<file path="config.mk">
export PLATFORM = sky130hd
export DESIGN_NAME = atomic_rmw_unit
export DESIGN_NICKNAME = d
export VERILOG_FILES = /design/src/rtl/amo_pkg.sv /design/src/rtl/amo_decode.sv /design/src/rtl/amo_lane.sv /design/src/rtl/amo_compute.sv /design/src/rtl/atomic_rmw_unit.sv
export SDC_FILE = /design/constraint.sdc
export NUM_CORES = 1
export LEC_CHECK = 0
export BUFFER_PORTS_ARGS = -buffer_cell sky130_fd_sc_hd__buf_2
export CELL_PAD_IN_SITES_DETAIL_PLACEMENT = 1
export CELL_PAD_IN_SITES_GLOBAL_PLACEMENT = 1
export CORE_UTILIZATION = 41
export CTS_BUF_LIST = sky130_fd_sc_hd__clkbuf_2
export CTS_CLUSTER_DIAMETER = 60
export DETAILED_ROUTE_END_ITERATION = 12
export MAX_ROUTING_LAYER = met4
export PLACE_DENSITY_LB_ADDON = 0.1
export SETUP_SLACK_MARGIN = 0.05
export SYNTH_ARGS = -nofsm -noshare
export SYNTH_HDL_FRONTEND = slang
export SYNTH_SLANG_ARGS = --single-unit
</file>
<file path="constraint.sdc">
create_clock -name clk -period 9 [get_ports clk]
set_input_delay 2.7 -clock clk [delete_from_list [all_inputs] [get_ports clk]]
set_output_delay 2.7 -clock clk [all_outputs]
set_load 0.05 [all_outputs]
</file>
<file path="src/rtl/amo_pkg.sv">
package amo_pkg;

  typedef enum logic [2:0] {
    ST_IDLE  = 3'd0,
    ST_READ  = 3'd1,
    ST_WRITE = 3'd2,
    ST_WB    = 3'd3,
    ST_DONE  = 3'd4
  } amo_state_e;

  typedef enum logic [2:0] {
    OP_ADD  = 3'd0,
    OP_OR   = 3'd1,
    OP_AND  = 3'd2,
    OP_XOR  = 3'd3,
    OP_SWAP = 3'd4,
    OP_CAS  = 3'd5
  } amo_op_e;

  typedef struct packed {
    amo_op_e op;
    logic    fetch;
    logic    dword;
  } amo_cmd_t;

  // operation codes in the low byte of the immediate
  localparam logic [7:0] CODE_ADD  = 8'h00;
  localparam logic [7:0] CODE_OR   = 8'h40;
  localparam logic [7:0] CODE_AND  = 8'h50;
  localparam logic [7:0] CODE_XOR  = 8'hA0;
  localparam logic [7:0] CODE_SWAP = 8'hE1;
  localparam logic [7:0] CODE_CAS  = 8'hF1;

  // size codes
  localparam logic [1:0] SZ_WORD  = 2'b00;
  localparam logic [1:0] SZ_DWORD = 2'b11;

endpackage

</file>
<file path="src/rtl/amo_decode.sv">
module amo_decode
  import amo_pkg::*;
#(
  parameter int IMM_W = 32
) (
  input  logic [IMM_W-1:0] imm_i,
  input  logic [1:0]       size_i,
  output amo_cmd_t         cmd_o,
  output logic             ok_o
);

  logic       code_ok;
  logic       size_ok;
  logic [7:0] code;

  assign code = imm_i[7:0];

  always_comb begin
    cmd_o.op    = OP_ADD;
    cmd_o.fetch = code[0];
    cmd_o.dword = (size_i == SZ_DWORD);
    code_ok     = 1'b1;
    case (code & 8'hFE)
      CODE_ADD: cmd_o.op = OP_ADD;
      CODE_OR:  cmd_o.op = OP_OR;
      CODE_AND: cmd_o.op = OP_AND;
      CODE_XOR: cmd_o.op = OP_XOR;
      default:  code_ok  = 1'b0;
    endcase
    if (code == CODE_SWAP) begin
      cmd_o.op = OP_SWAP;
      code_ok  = 1'b1;
    end
    if (code == CODE_CAS) begin
      cmd_o.op = OP_CAS;
      code_ok  = 1'b1;
    end
    if (imm_i[IMM_W-1:8] != '0) code_ok = 1'b0;
  end

  assign size_ok = (size_i == SZ_WORD) || (size_i == SZ_DWORD);
  assign ok_o    = code_ok && size_ok;

endmodule

</file>
<file path="src/rtl/amo_lane.sv">
module amo_lane #(
  parameter int DATA_W = 64
) (
  input  logic                dword_i,
  input  logic                hi_i,
  input  logic [DATA_W-1:0]   rdata_i,
  input  logic [DATA_W-1:0]   new_i,
  output logic [DATA_W-1:0]   old_o,
  output logic [DATA_W-1:0]   wdata_o,
  output logic [DATA_W/8-1:0] be_o
);

  localparam int HALF_W  = DATA_W / 2;
  localparam int HALF_BE = DATA_W / 16;

  always_comb begin
    if (dword_i) begin
      old_o   = rdata_i;
      wdata_o = new_i;
      be_o    = '1;
    end else begin
      old_o   = {{HALF_W{1'b0}}, (hi_i ? rdata_i[DATA_W-1:HALF_W] : rdata_i[HALF_W-1:0])};
      wdata_o = {new_i[HALF_W-1:0], new_i[HALF_W-1:0]};
      be_o    = hi_i ? {{HALF_BE{1'b1}}, {HALF_BE{1'b0}}}
                     : {{HALF_BE{1'b0}}, {HALF_BE{1'b1}}};
    end
  end

  // upper half of the new value is zero for a word access
  logic unused_hi;
  assign unused_hi = ^new_i[DATA_W-1:HALF_W];

endmodule

</file>
<file path="src/rtl/amo_compute.sv">
module amo_compute
  import amo_pkg::*;
#(
  parameter int DATA_W = 64
) (
  input  amo_cmd_t            cmd_i,
  input  logic [DATA_W-1:0]   old_i,
  input  logic [DATA_W-1:0]   src_i,
  input  logic [DATA_W-1:0]   r0_i,
  output logic [DATA_W-1:0]   new_o,
  output logic                store_o,
  output logic                wb_en_o,
  output logic                wb_r0_o
);

  localparam int HALF_W = DATA_W / 2;

  logic [DATA_W-1:0] src_n;
  logic [DATA_W-1:0] r0_n;
  logic [DATA_W-1:0] raw;
  logic              match;

  assign src_n = cmd_i.dword ? src_i : {{HALF_W{1'b0}}, src_i[HALF_W-1:0]};
  assign r0_n  = cmd_i.dword ? r0_i  : {{HALF_W{1'b0}}, r0_i[HALF_W-1:0]};

  always_comb begin
    case (cmd_i.op)
      OP_ADD:  raw = old_i + src_n;
      OP_OR:   raw = old_i | src_n;
      OP_AND:  raw = old_i & src_n;
      OP_XOR:  raw = old_i ^ src_n;
      default: raw = src_n;
    endcase
  end

  assign new_o   = cmd_i.dword ? raw : {{HALF_W{1'b0}}, raw[HALF_W-1:0]};
  assign match   = (old_i == r0_n);
  assign store_o = (cmd_i.op != OP_CAS) || match;
  assign wb_en_o = cmd_i.fetch || (cmd_i.op == OP_SWAP) || (cmd_i.op == OP_CAS);
  assign wb_r0_o = (cmd_i.op == OP_CAS);

endmodule

</file>
<file path="src/rtl/atomic_rmw_unit.sv">
module atomic_rmw_unit
  import amo_pkg::*;
#(
  parameter int DATA_W = 64,
  parameter int ADDR_W = 64,
  parameter int OFF_W  = 16,
  parameter int IMM_W  = 32
) (
  input  logic                clk,
  input  logic                rst_n,
  input  logic                start_i,
  input  logic [1:0]          size_i,
  input  logic [IMM_W-1:0]    imm_i,
  input  logic [ADDR_W-1:0]   base_i,
  input  logic [OFF_W-1:0]    off_i,
  input  logic [DATA_W-1:0]   src_i,
  input  logic [DATA_W-1:0]   r0_i,
  output logic                mem_req_o,
  output logic                mem_we_o,
  output logic [ADDR_W-1:0]   mem_addr_o,
  output logic [DATA_W-1:0]   mem_wdata_o,
  output logic [DATA_W/8-1:0] mem_be_o,
  input  logic [DATA_W-1:0]   mem_rdata_i,
  input  logic                mem_ack_i,
  output logic                busy_o,
  output logic                wb_valid_o,
  output logic                wb_sel_r0_o,
  output logic [DATA_W-1:0]   wb_data_o,
  output logic                done_o,
  output logic                err_o
);

  localparam int BE_W   = DATA_W / 8;
  localparam int HI_BIT = $clog2(BE_W) - 1;

  amo_state_e        state_q, state_d;
  amo_cmd_t          cmd_q,   dec_cmd;
  logic              dec_ok;
  logic [ADDR_W-1:0] addr_q,  addr_d;
  logic [DATA_W-1:0] src_q,   r0_q;
  logic [DATA_W-1:0] old_q;
  logic              err_q,   err_d;
  logic              take_cmd;
  logic              take_old;
  logic [DATA_W-1:0] rd_old, old_cur, new_val, wdata;
  logic [BE_W-1:0]   be;
  logic              store, wb_en, wb_r0;

  amo_decode #(.IMM_W(IMM_W)) u_dec (
    .imm_i  (imm_i),
    .size_i (size_i),
    .cmd_o  (dec_cmd),
    .ok_o   (dec_ok)
  );

  amo_lane #(.DATA_W(DATA_W)) u_lane (
    .dword_i (cmd_q.dword),
    .hi_i    (addr_q[HI_BIT]),
    .rdata_i (mem_rdata_i),
    .new_i   (new_val),
    .old_o   (rd_old),
    .wdata_o (wdata),
    .be_o    (be)
  );

  // during the read the decision uses the arriving data, later the held copy
  assign old_cur = (state_q == ST_READ) ? rd_old : old_q;

  amo_compute #(.DATA_W(DATA_W)) u_cmp (
    .cmd_i   (cmd_q),
    .old_i   (old_cur),
    .src_i   (src_q),
    .r0_i    (r0_q),
    .new_o   (new_val),
    .store_o (store),
    .wb_en_o (wb_en),
    .wb_r0_o (wb_r0)
  );

  assign addr_d   = base_i + {{(ADDR_W-OFF_W){off_i[OFF_W-1]}}, off_i};
  assign take_cmd = (state_q == ST_IDLE) && start_i;
  assign take_old = (state_q == ST_READ) && mem_ack_i;

  // next-state logic
  always_comb begin
    state_d = state_q;
    err_d   = err_q;
    case (state_q)
      ST_IDLE: if (start_i) begin
        state_d = dec_ok ? ST_READ : ST_DONE;
        err_d   = !dec_ok;
      end
      ST_READ:  if (mem_ack_i) state_d = store ? ST_WRITE : ST_WB;
      ST_WRITE: if (mem_ack_i) state_d = ST_WB;
      ST_WB:    state_d = ST_DONE;
      ST_DONE:  state_d = ST_IDLE;
      default:  state_d = ST_IDLE;
    endcase
  end

  // state register
  always_ff @(posedge clk or negedge rst_n) begin
    if (!rst_n) begin
      state_q <= ST_IDLE;
      err_q   <= 1'b0;
    end else begin
      state_q <= state_d;
      err_q   <= err_d;
    end
  end

  // command registers, loaded once per accepted start
  always_ff @(posedge clk or negedge rst_n) begin
    if (!rst_n) begin
      cmd_q  <= '{op: OP_ADD, fetch: 1'b0, dword: 1'b0};
      addr_q <= '0;
      src_q  <= '0;
      r0_q   <= '0;
    end else if (take_cmd) begin
      cmd_q  <= dec_cmd;
      addr_q <= addr_d;
      src_q  <= src_i;
      r0_q   <= r0_i;
    end
  end

  // old value captured on read acknowledge
  always_ff @(posedge clk or negedge rst_n) begin
    if (!rst_n) begin
      old_q <= '0;
    end else if (take_old) begin
      old_q <= rd_old;
    end
  end

  assign mem_req_o   = (state_q == ST_READ) || (state_q == ST_WRITE);
  assign mem_we_o    = (state_q == ST_WRITE);
  assign mem_addr_o  = addr_q;
  assign mem_wdata_o = wdata;
  assign mem_be_o    = be;
  assign busy_o      = (state_q != ST_IDLE);
  assign wb_valid_o  = (state_q == ST_WB) && wb_en;
  assign wb_sel_r0_o = wb_r0;
  assign wb_data_o   = old_q;
  assign done_o      = (state_q == ST_DONE);
  assign err_o       = (state_q == ST_DONE) && err_q;

endmodule

</file>
Yosys cells after proc, flatten, opt, wreduce, memory -nomap -nowiden
Cells that the tools add are included.
{"block": "classes", "n_addsub": 2, "eq_ne": 20, "muxes": 23, "n_bitwise": 3, "reduce_logical": 20}
{"cell": "64-bit two-way mux", "n": 6}
{"cell": "64-bit one-hot mux with 4 select lines", "n": 1}
{"cell": "64-bit adder", "n": 2}
{"cell": "64-bit AND", "n": 1}
{"cell": "64-bit == test", "n": 1}
{"cell": "64-bit bitwise OR", "n": 1}
{"cell": "64-bit XOR", "n": 1}
{"cell": "32-bit two-way mux", "n": 1}
{"cell": "24-bit nonzero test", "n": 1}
{"cell": "3-bit two-way mux", "n": 6}
{"cell": "8-bit == test, second input constant", "n": 2}
{"cell": "8-bit two-way mux", "n": 2}
{"cell": "7-bit by 6-bit == test with 1-bit output, second input constant", "n": 2}
{"cell": "3-bit by 2-bit == test with 1-bit output, second input constant", "n": 4}
{"cell": "3-bit one-hot mux with 4 select lines", "n": 1}
{"cell": "3-bit == test, second input constant", "n": 3}
{"cell": "8-bit zero test", "n": 1}
{"cell": "7-bit == test, second input constant", "n": 1}
{"cell": "3-bit by 1-bit == test with 1-bit output, second input constant", "n": 2}
{"cell": "3-bit zero test", "n": 2}
{"cell": "2-bit one-hot mux with 3 select lines", "n": 1}
{"cell": "1-bit logical AND", "n": 5}
{"cell": "1-bit logical OR", "n": 5}
{"cell": "1-bit two-way mux", "n": 5}
{"cell": "10 further kinds", "n": 11}
{"block": "totals", "regBits": 265, "in_bits": 310, "out_inout_bits": 207, "wordCells": 77}

Longest topological paths before layout
Gate-level depths: netlist (run 1).
{"block": "logic_depth", "ltp_word": 10, "depth_mapped": 21, "mapped_depth_nobuf": 19}

By module
A second synthesis (run 1) with hierarchy kept.
{"block": "hier_totals", "cells_unflattened": 3031, "hier_area_um2": 24394.6}
{"mod": "atomic_rmw_unit", "n_inst": 1, "cells_each": 1561, "area_each_um2": 14360.0}
{"mod": "amo_compute", "n_inst": 1, "cells_each": 1294, "area_each_um2": 8390.5}
{"mod": "amo_lane", "n_inst": 1, "cells_each": 147, "area_each_um2": 1416.4}
{"mod": "amo_decode", "n_inst": 1, "cells_each": 29, "area_each_um2": 227.7}

Worst setup path after synthesis (run 1)
Ideal clock, no wire load.
{"block": "synth_path", "kind": "in2out", "startpoint": "in mem_rdata_i[32]", "endpoint": "out mem_wdata_o[46]", "t_arrival_ps": 6886, "required_time_ps": 6300, "setup_slack_ps": -586, "stages": 17, "path_buffers": 0, "path_cell_list": "mux2i_1 nor2_1 a21oi_1 inv_1 ha_1 inv_1 fa_1 nand2b_1 a21oi_1 o21ai_0 a21oi_1 nor2_1 xnor2_1 mux4_2 o21ai_0 o21ai_0 o21ai_0"}
{"block": "synth_via", "elab_chain_cells": 7}
{"item": "from (decl)", "line": "atomic_rmw_unit.sv:23", "source": "input logic [DATA_W-1:0] mem_rdata_i,"}
{"item": "32-bit two-way mux", "line": "amo_lane.sv:22", "source": "old_o = {{HALF_W{1'b0}}, (hi_i ? rdata_i[DATA_W-1:HALF_W] : rdata_i[HALF_W-1:0])};"}
{"item": "64-bit two-way mux (*)", "line": "amo_lane.sv:17", "source": "if (dword_i) begin"}
{"item": "64-bit two-way mux (*)", "line": "atomic_rmw_unit.sv:67", "source": "assign old_cur = (state_q == ST_READ) ? rd_old : old_q;"}
{"item": "64-bit adder (*)", "line": "amo_compute.sv:28", "source": "OP_ADD: raw = old_i + src_n;"}
{"item": "64-bit one-hot mux with 4 select lines (*)", "line": "amo_compute.sv:27", "source": "case (cmd_i.op)"}
{"item": "64-bit two-way mux (*)", "line": "amo_compute.sv:36", "source": "assign new_o = cmd_i.dword ? raw : {{HALF_W{1'b0}}, raw[HALF_W-1:0]};"}
{"item": "64-bit two-way mux (*)", "line": "amo_lane.sv:17"}
{"item": "to (decl)", "line": "atomic_rmw_unit.sv:21", "source": "output logic [DATA_W-1:0] mem_wdata_o,"}
Every way passes the cells marked *; elsewhere a longest branch is shown, timed or not.

Worst setup path in the final report (run 1)
{"block": "layout_path", "startpoint": "in mem_rdata_i[36]", "endpoint": "out mem_wdata_o[40]"}
The elaborated chain is that of the path after synthesis.

==> results of run 1 <==
-- stage by stage --
stage                util  worst slack [ns]  TNS, ns
floorplan               -            -0.123   -0.181
finish              0.576            -0.398    -8.92
CTS                 0.549            -0.243    -1.33
detailed placement  0.524            -0.785   -19.73
global placement    0.524            -0.466    -9.04
global route        0.576            -0.559   -13.18
-- worst max-delay path, stage by stage --
cell and delay [ns]:
sky130_fd_sc_hd__buf_2 0.11, sky130_fd_sc_hd__mux2i_1 0.13, sky130_fd_sc_hd__buf_4 0.15, sky130_fd_sc_hd__nor2_1 0.04, sky130_fd_sc_hd__a21oi_1 0.18, sky130_fd_sc_hd__buf_4 0.19, sky130_fd_sc_hd__inv_1 0.18, sky130_fd_sc_hd__ha_2 0.30
sky130_fd_sc_hd__buf_4 0.18, sky130_fd_sc_hd__a21o_1 0.23, sky130_fd_sc_hd__buf_4 0.15, sky130_fd_sc_hd__nor2_1 0.22, sky130_fd_sc_hd__o21ai_0 0.24, sky130_fd_sc_hd__xor2_1 0.25, sky130_fd_sc_hd__nor2_1 0.06, sky130_fd_sc_hd__a21oi_1 0.18
sky130_fd_sc_hd__o21ai_0 0.16, sky130_fd_sc_hd__o21ai_1 0.24, sky130_fd_sc_hd__buf_4 0.19, sky130_fd_sc_hd__o22ai_1 0.09, sky130_fd_sc_hd__a31oi_2 0.19, sky130_fd_sc_hd__buf_4 0.18, sky130_fd_sc_hd__buf_12 0.14
-- cell families after synthesis --
kind of cell	count (synthesis)	share of synthesized area
mux	112	0.0559
buf+inv	381	0.0636
flops	265	0.286
xor+xnor	155	0.0585
fa+ha+maj	194	0.105
compound gates	867	0.232
simple gates	1073	0.199
-- metal layers --
layer  up-vias  GRT usage  share of wire
met3       561     0.0890          0.097
met5         -          -              0
li1      12300          -              -
met2      1604      0.689           0.45
met4         0      0.273          0.084
met1     14100      0.508           0.37
-- repair_timing --
item	CTS	global route
gates cloned	0	0
setup endpoints to repair	51	47
buffers inserted	17	40
resized for setup	125	265
pin swaps	40	112
-- state kept, by name, summed over array words and instances, names as in the netlist --
register	flops
mem_addr_o	64
r0_q	64
src_q	64
wb_data_o	64
cmd_q	5
state_q	3
err_q	1
-- cell type report --
class,instances,area (µm²),share of cell area
multi-input cells,2401,16500,0.517
flip-flops and latches,265,6640,0.208
repair buffers,934,6360,0.199
well taps,748,936,0.0293
inverters,183,692,0.0216
clock buffers,118,591,0.0185
clock inverters,27,135,0.00423
diodes,33,82.6,0.00258
-- worst max-delay path by stage --
stage                           end  slack (ns)  depth (start not counted)
floorplan           mem_wdata_o[46]       -0.12                         15
global placement    mem_wdata_o[63]       -0.47                         18
detailed placement  mem_wdata_o[63]       -0.79                         18
CTS                 mem_wdata_o[60]       -0.24                         22
global route        mem_wdata_o[40]       -0.56                         23
finish              mem_wdata_o[40]       -0.40                         23
-- layout by cell type (no fill, tap or decap), types with 15 or more instances in the layout --
master,synthesis,routed
sky130_fd_sc_hd__a31oi_1,19,16
sky130_fd_sc_hd__mux2i_1,89,70
sky130_fd_sc_hd__o22ai_1,25,22
sky130_fd_sc_hd__o21a_1,31,30
sky130_fd_sc_hd__nor2b_1,18,15
sky130_fd_sc_hd__nor2_1,151,129
sky130_fd_sc_hd__clkinv_1,2,17
sky130_fd_sc_hd__nor3_1,21,17
sky130_fd_sc_hd__buf_2,14,459
sky130_fd_sc_hd__xor2_1,81,81
sky130_fd_sc_hd__xnor2_1,74,71
sky130_fd_sc_hd__buf_12,0,21
sky130_fd_sc_hd__buf_6,0,34
sky130_fd_sc_hd__inv_1,181,172
sky130_fd_sc_hd__and3_1,18,17
sky130_fd_sc_hd__nand3_1,43,35
sky130_fd_sc_hd__o211ai_1,20,20
sky130_fd_sc_hd__clkbuf_2,0,118
sky130_fd_sc_hd__nor4_1,20,18
sky130_fd_sc_hd__ha_4,0,23
sky130_fd_sc_hd__a21o_1,72,72
sky130_fd_sc_hd__o21bai_1,20,18
sky130_fd_sc_hd__o21ai_0,293,252
sky130_fd_sc_hd__diode_2,0,33
sky130_fd_sc_hd__nand2_1,693,685
sky130_fd_sc_hd__a21oi_2,0,37
sky130_fd_sc_hd__o21ai_2,1,15
sky130_fd_sc_hd__buf_4,7,401
sky130_fd_sc_hd__dfrtp_1,265,262
sky130_fd_sc_hd__ha_1,192,159
sky130_fd_sc_hd__nand4_1,36,36
sky130_fd_sc_hd__a21oi_1,215,171
sky130_fd_sc_hd__o21ai_1,6,29
==> metrics, run 1 <==
result of the run finished, violations left; violations in the final reports negative setup slack; number of slew-limit violations in the final report 0; endpoint of the worst hold path mem_addr_o[48]; violation count after the first detailed-route iteration ~2.5k; setup repair after global routing missed its margin true; number of hold violations in the final report 0; number of enable-type register cells in the synthesized netlist 0; Worst Setup Slack, final -0.398 ns; GR Overflow Total 0; Hold Path Stages 2; logic depth of the worst register-to-register path 15; Die Span X around 240 µm; capture instance of the worst register-to-register path state_q[0]; worst setup path startpoint mem_rdata_i[36]; count of cell types in the netlist ~80; Core Area approximately 56000 µm²; Max-Slew Margin vs Limit 0.0677; Vias/cell 6.08; Critical Path Source Type input port; count of hold-fix buffers inserted at cts 0; total length of routed wires 136000 µm; total of fill cells in the finished design 7030; Area Growth Syn to Fin 37.9%; Cell Count, Final, Fillers Out between 4k and 5k; critical path class input port to primary output; ratio of final minimum period to clock period 1.04; Worst Min Path Start mem_addr_o[48]; Mapped Area about 23000 µm²; Total Routing Usage GR 0.436; cell taking the most area after synthesis sky130_fd_sc_hd__dfrtp_1; pin count of the biggest net entering global routing 148; post-synthesis sequential area ratio 0.286; Critical Path RT about 6.3 ns; largest cells by area after synthesis sky130_fd_sc_hd__dfrtp_1, sky130_fd_sc_hd__nand2_1, sky130_fd_sc_hd__ha_1; CP Data Arrival Time 6.70 ns; Core Rows 86; post-place instance area approximately 29000 µm²; Total Nets Final approximately 4.4k; Detail Route Antenna Nets 0; effective utilization at floorplan 0.418; Reg2Reg Launch Point cmd_q[0]; clock root buffer sky130_fd_sc_hd__clkbuf_2; placed cells around 4.5k; final std cell area, no fill 32000 µm²; achievable clock frequency around 0.11 GHz; mean instance size in the synthesized netlist 7.61 µm²; first-pass GRT wire length 180000 µm; top post-synthesis cells by count sky130_fd_sc_hd__nand2_1, sky130_fd_sc_hd__o21ai_0, sky130_fd_sc_hd__dfrtp_1; number of global-route vias before repair 28.5k; antenna violations before repair 31; worst min-delay path category register to register; placer congestion estimate 1.01; floorplan die area about 58000 µm²; count of endpoints failing setup in the final report 52; via count roughly 29k; most instantiated library cell after synthesis sky130_fd_sc_hd__nand2_1; clock transition at the registers of the reported paths approximately 0.1 ns; final hold slack ~0.48 ns; y dimension of the die about 240 µm; count of clock tree sinks approximately 270; worst clock skew approximately 0.17 ns; Post-synth ARST share 1.00; Mapped Nets ~3.6k; transition at the pin with the smallest max-transition slack 1.39 ns; Final HPWL DP 96400 µm; Post-synth top flop sky130_fd_sc_hd__dfrtp_1; number of buffers added on ports roughly 520; I/O Pins about 520; endpoint kind of the worst setup timing path primary output; critical path fanouts, max 4; Pre-antenna DRT Iters 5; DRC errors left 0; clock tree from TritonCTS done; worst reg-to-reg setup slack about 4.1 ns; CTS buffer count 80; H-tree levels 3; final critical delay including setup and external delays between 9 and 10 ns; synthesized netlist cell count 3047; Clock Path Buffers 3; share of the synthesized area in the top cell type 0.286; reported max-cap violation count 0; clock latency of the later-clocked register in the worst-skew pair 1.24 ns; layout cell share with drive strength beyond 1 0.342; drt wl/cell 28.8 µm; Yosys Warn Count 0; Seq cells post-synth about 270
Power of run 1 is not shown: default switching activity piles up to over one toggle a cycle in this logic, so the estimate is an artifact.
==> run 2: changes to the inputs <==
--- a/config.mk
+++ b/config.mk
@@ -14,6 +14,7 @@
 export DETAILED_ROUTE_END_ITERATION = 12
 export MAX_ROUTING_LAYER = met4
 export PLACE_DENSITY_LB_ADDON = 0.1
+export RECOVER_POWER = 50
 export SETUP_SLACK_MARGIN = 0.05
 export SYNTH_ARGS = -nofsm -noshare
 export SYNTH_HDL_FRONTEND = slang
==> metrics, run 2 (synthesis results as in run 1) <==
number of hold violations in the final report 0 (unchanged); total of fill cells in the finished design 7040 (+0.14%); count of clock tree sinks 265 (unchanged); Total Routing Usage GR 0.436 (unchanged); Worst Min Path Start mem_addr_o[48]; clock latency of the later-clocked register in the worst-skew pair 1.23 ns (about the same); achievable clock frequency 0.107 GHz (+0.24%); CP Data Arrival Time 6.68 ns (-0.02 ns); Clock Path Buffers 3 (unchanged); critical path class input port to primary output; number of global-route vias before repair 28.5k (unchanged); Critical Path Source Type input port; DRC errors left 0 (unchanged); grt met3 use 0.0890 (unchanged); transition at the pin with the smallest max-transition slack 6.64 ns (+5.26 ns); Critical Path RT 6.30 ns (about the same); Total Nets Final 4369 (unchanged); Pre-antenna DRT Iters 5 (unchanged); number of slew-limit violations in the final report 461 (+461); Max-Slew Margin vs Limit -3.43 (-3.50); Core Rows 86 (unchanged); Detail Route Antenna Nets 0 (unchanged); worst clock skew 0.162 ns (-0.00421 ns); effective utilization at floorplan 0.418 (unchanged); result of the run finished, violations left; most frequent standard cell in the layout excluding fill and tap cells sky130_fd_sc_hd__nand2_1; clock tree from TritonCTS done; ratio of final minimum period to clock period 1.04 (-0.00250); CTS buffer count 80 (unchanged); total length of routed wires 134000 µm (-0.92%); worst min-delay path category register to register; worst setup path startpoint mem_rdata_i[36]; clock root buffer sky130_fd_sc_hd__clkbuf_2; floorplan die area 57500 µm² (unchanged); Die Span X 240 µm (unchanged); clock transition at the registers of the reported paths 0.10 ns (about the same); Vias/cell 6.08 (+0.15%); placer congestion estimate 1.01 (unchanged); GR Overflow Total 0 (unchanged); critical path fanouts, max 4 (unchanged); layout cell share with drive strength beyond 1 0.340 (-0.00229); Worst Setup Slack, final -0.376 ns (+0.0225 ns); Area Growth Syn to Fin 37.7%; violation count after the first detailed-route iteration 2367 (-4.6%); drt wl/cell 28.5 µm (-0.90%); H-tree levels 3 (unchanged); Reg area 6640 µm² (unchanged); Core Area 55500 µm² (unchanged); I/O Pins 517 (unchanged); number of buffers added on ports 516 (unchanged); Final HPWL DP 96400 µm (unchanged); final critical delay including setup and external delays 9.38 ns (-0.0225 ns); first-pass GRT wire length 180000 µm (unchanged); setup repair after global routing missed its margin true; violations in the final reports max-capacitance violations, max-slew violations, negative setup slack; via count 28.6k (+0.13%); area of the multi-input gates 16500 µm² (-0.17%); antenna violations before repair 31 (unchanged); count of hold-fix buffers inserted at cts 0 (unchanged); endpoint kind of the worst setup timing path primary output; met1 layer usage reported by global route 0.508 (unchanged); pre-CTS setup slack -0.785 ns (unchanged); pin count of the biggest net entering global routing 148 (unchanged); global route hottest layer met2; reported max-cap violation count 6 (+6); y dimension of the die 240 µm (unchanged); Reg2Reg Launch Point state_q[0]; commonest non-fill, non-tap cells in the layout sky130_fd_sc_hd__nand2_1, sky130_fd_sc_hd__buf_2, sky130_fd_sc_hd__buf_4; count of endpoints failing setup in the final report 49 (-5.8%); final hold slack 0.487 ns (+0.00344 ns); met2 Resource Use GR 0.689 (unchanged); Setup TNS -7.22 ns (+1.70 ns)
==> run 2: cell count changes in the layout (fill, tap and decap cells not counted), sizes merged <==
cell           before  now
clkbuf            127  132
buf               925  919
diode              33   32
clkdlybuf4s25       0    1
==> run 2: final timing paths <==
kind	slack [ns]	to	depth (start not counted)
min	0.49	mem_addr_o[48]	2
min in group asynchronous	4.21	mem_addr_o[7]	1
max in group asynchronous	0.97	src_q[26]	1
max reg2reg	3.09	mem_addr_o[50]	4
max	-0.38	mem_wdata_o[40]	23
min reg2reg	0.49	mem_addr_o[48]	2
==> run 2: layout make-up <==
type                       instances  area share
antenna                           32     0.00251
clock buffer                     118      0.0185
clock inverter                    27     0.00423
inverter                         183      0.0217
multi-input combinational       2401       0.517
sequential                       265       0.208
tap                              748      0.0293
timing repair buffer             934       0.199
==> run 2: through the flow <==
stage,area [µm²],cells,util
6_report,31900,4708,0.575
5_1_grt,31900,4703,0.575
4_1_cts,30500,4638,0.549
3_5_place_dp,29100,4477,0.524
3_3_place_gp,29100,4477,0.524
2_1_floorplan,23200,3047,-
==> run 2: repair_timing <==
action	4_1_cts	5_1_grt
buffers inserted	17	40
hold endpoints to repair	0	0
endpoints found under the setup margin	51	47
gates resized for setup	125	265
pin swaps	40	112
==> run 2: layer usage <==
layer,up-vias,routed length (µm)
li1,12300,-
met1,14200,50100
met2,1593,60500
met3,547,12600
met4,0,11200
met5,-,0
==> run 2: critical path, stage by stage <==
cell	delay, ns
sky130_fd_sc_hd__buf_2	0.11
sky130_fd_sc_hd__mux2i_1	0.13
sky130_fd_sc_hd__buf_4	0.15
sky130_fd_sc_hd__nor2_1	0.04
sky130_fd_sc_hd__a21oi_1	0.18
sky130_fd_sc_hd__buf_4	0.18
sky130_fd_sc_hd__inv_1	0.18
sky130_fd_sc_hd__ha_2	0.28
sky130_fd_sc_hd__buf_4	0.17
sky130_fd_sc_hd__a21o_1	0.23
sky130_fd_sc_hd__buf_4	0.15
sky130_fd_sc_hd__nor2_1	0.23
sky130_fd_sc_hd__o21ai_0	0.24
sky130_fd_sc_hd__xor2_1	0.25
sky130_fd_sc_hd__nor2_1	0.06
sky130_fd_sc_hd__a21oi_1	0.18
sky130_fd_sc_hd__o21ai_0	0.17
sky130_fd_sc_hd__o21ai_1	0.24
sky130_fd_sc_hd__buf_4	0.19
sky130_fd_sc_hd__o22ai_1	0.09
sky130_fd_sc_hd__a31oi_2	0.19
sky130_fd_sc_hd__buf_4	0.18
sky130_fd_sc_hd__buf_12	0.14
Power of run 2 is left out for the same reason.
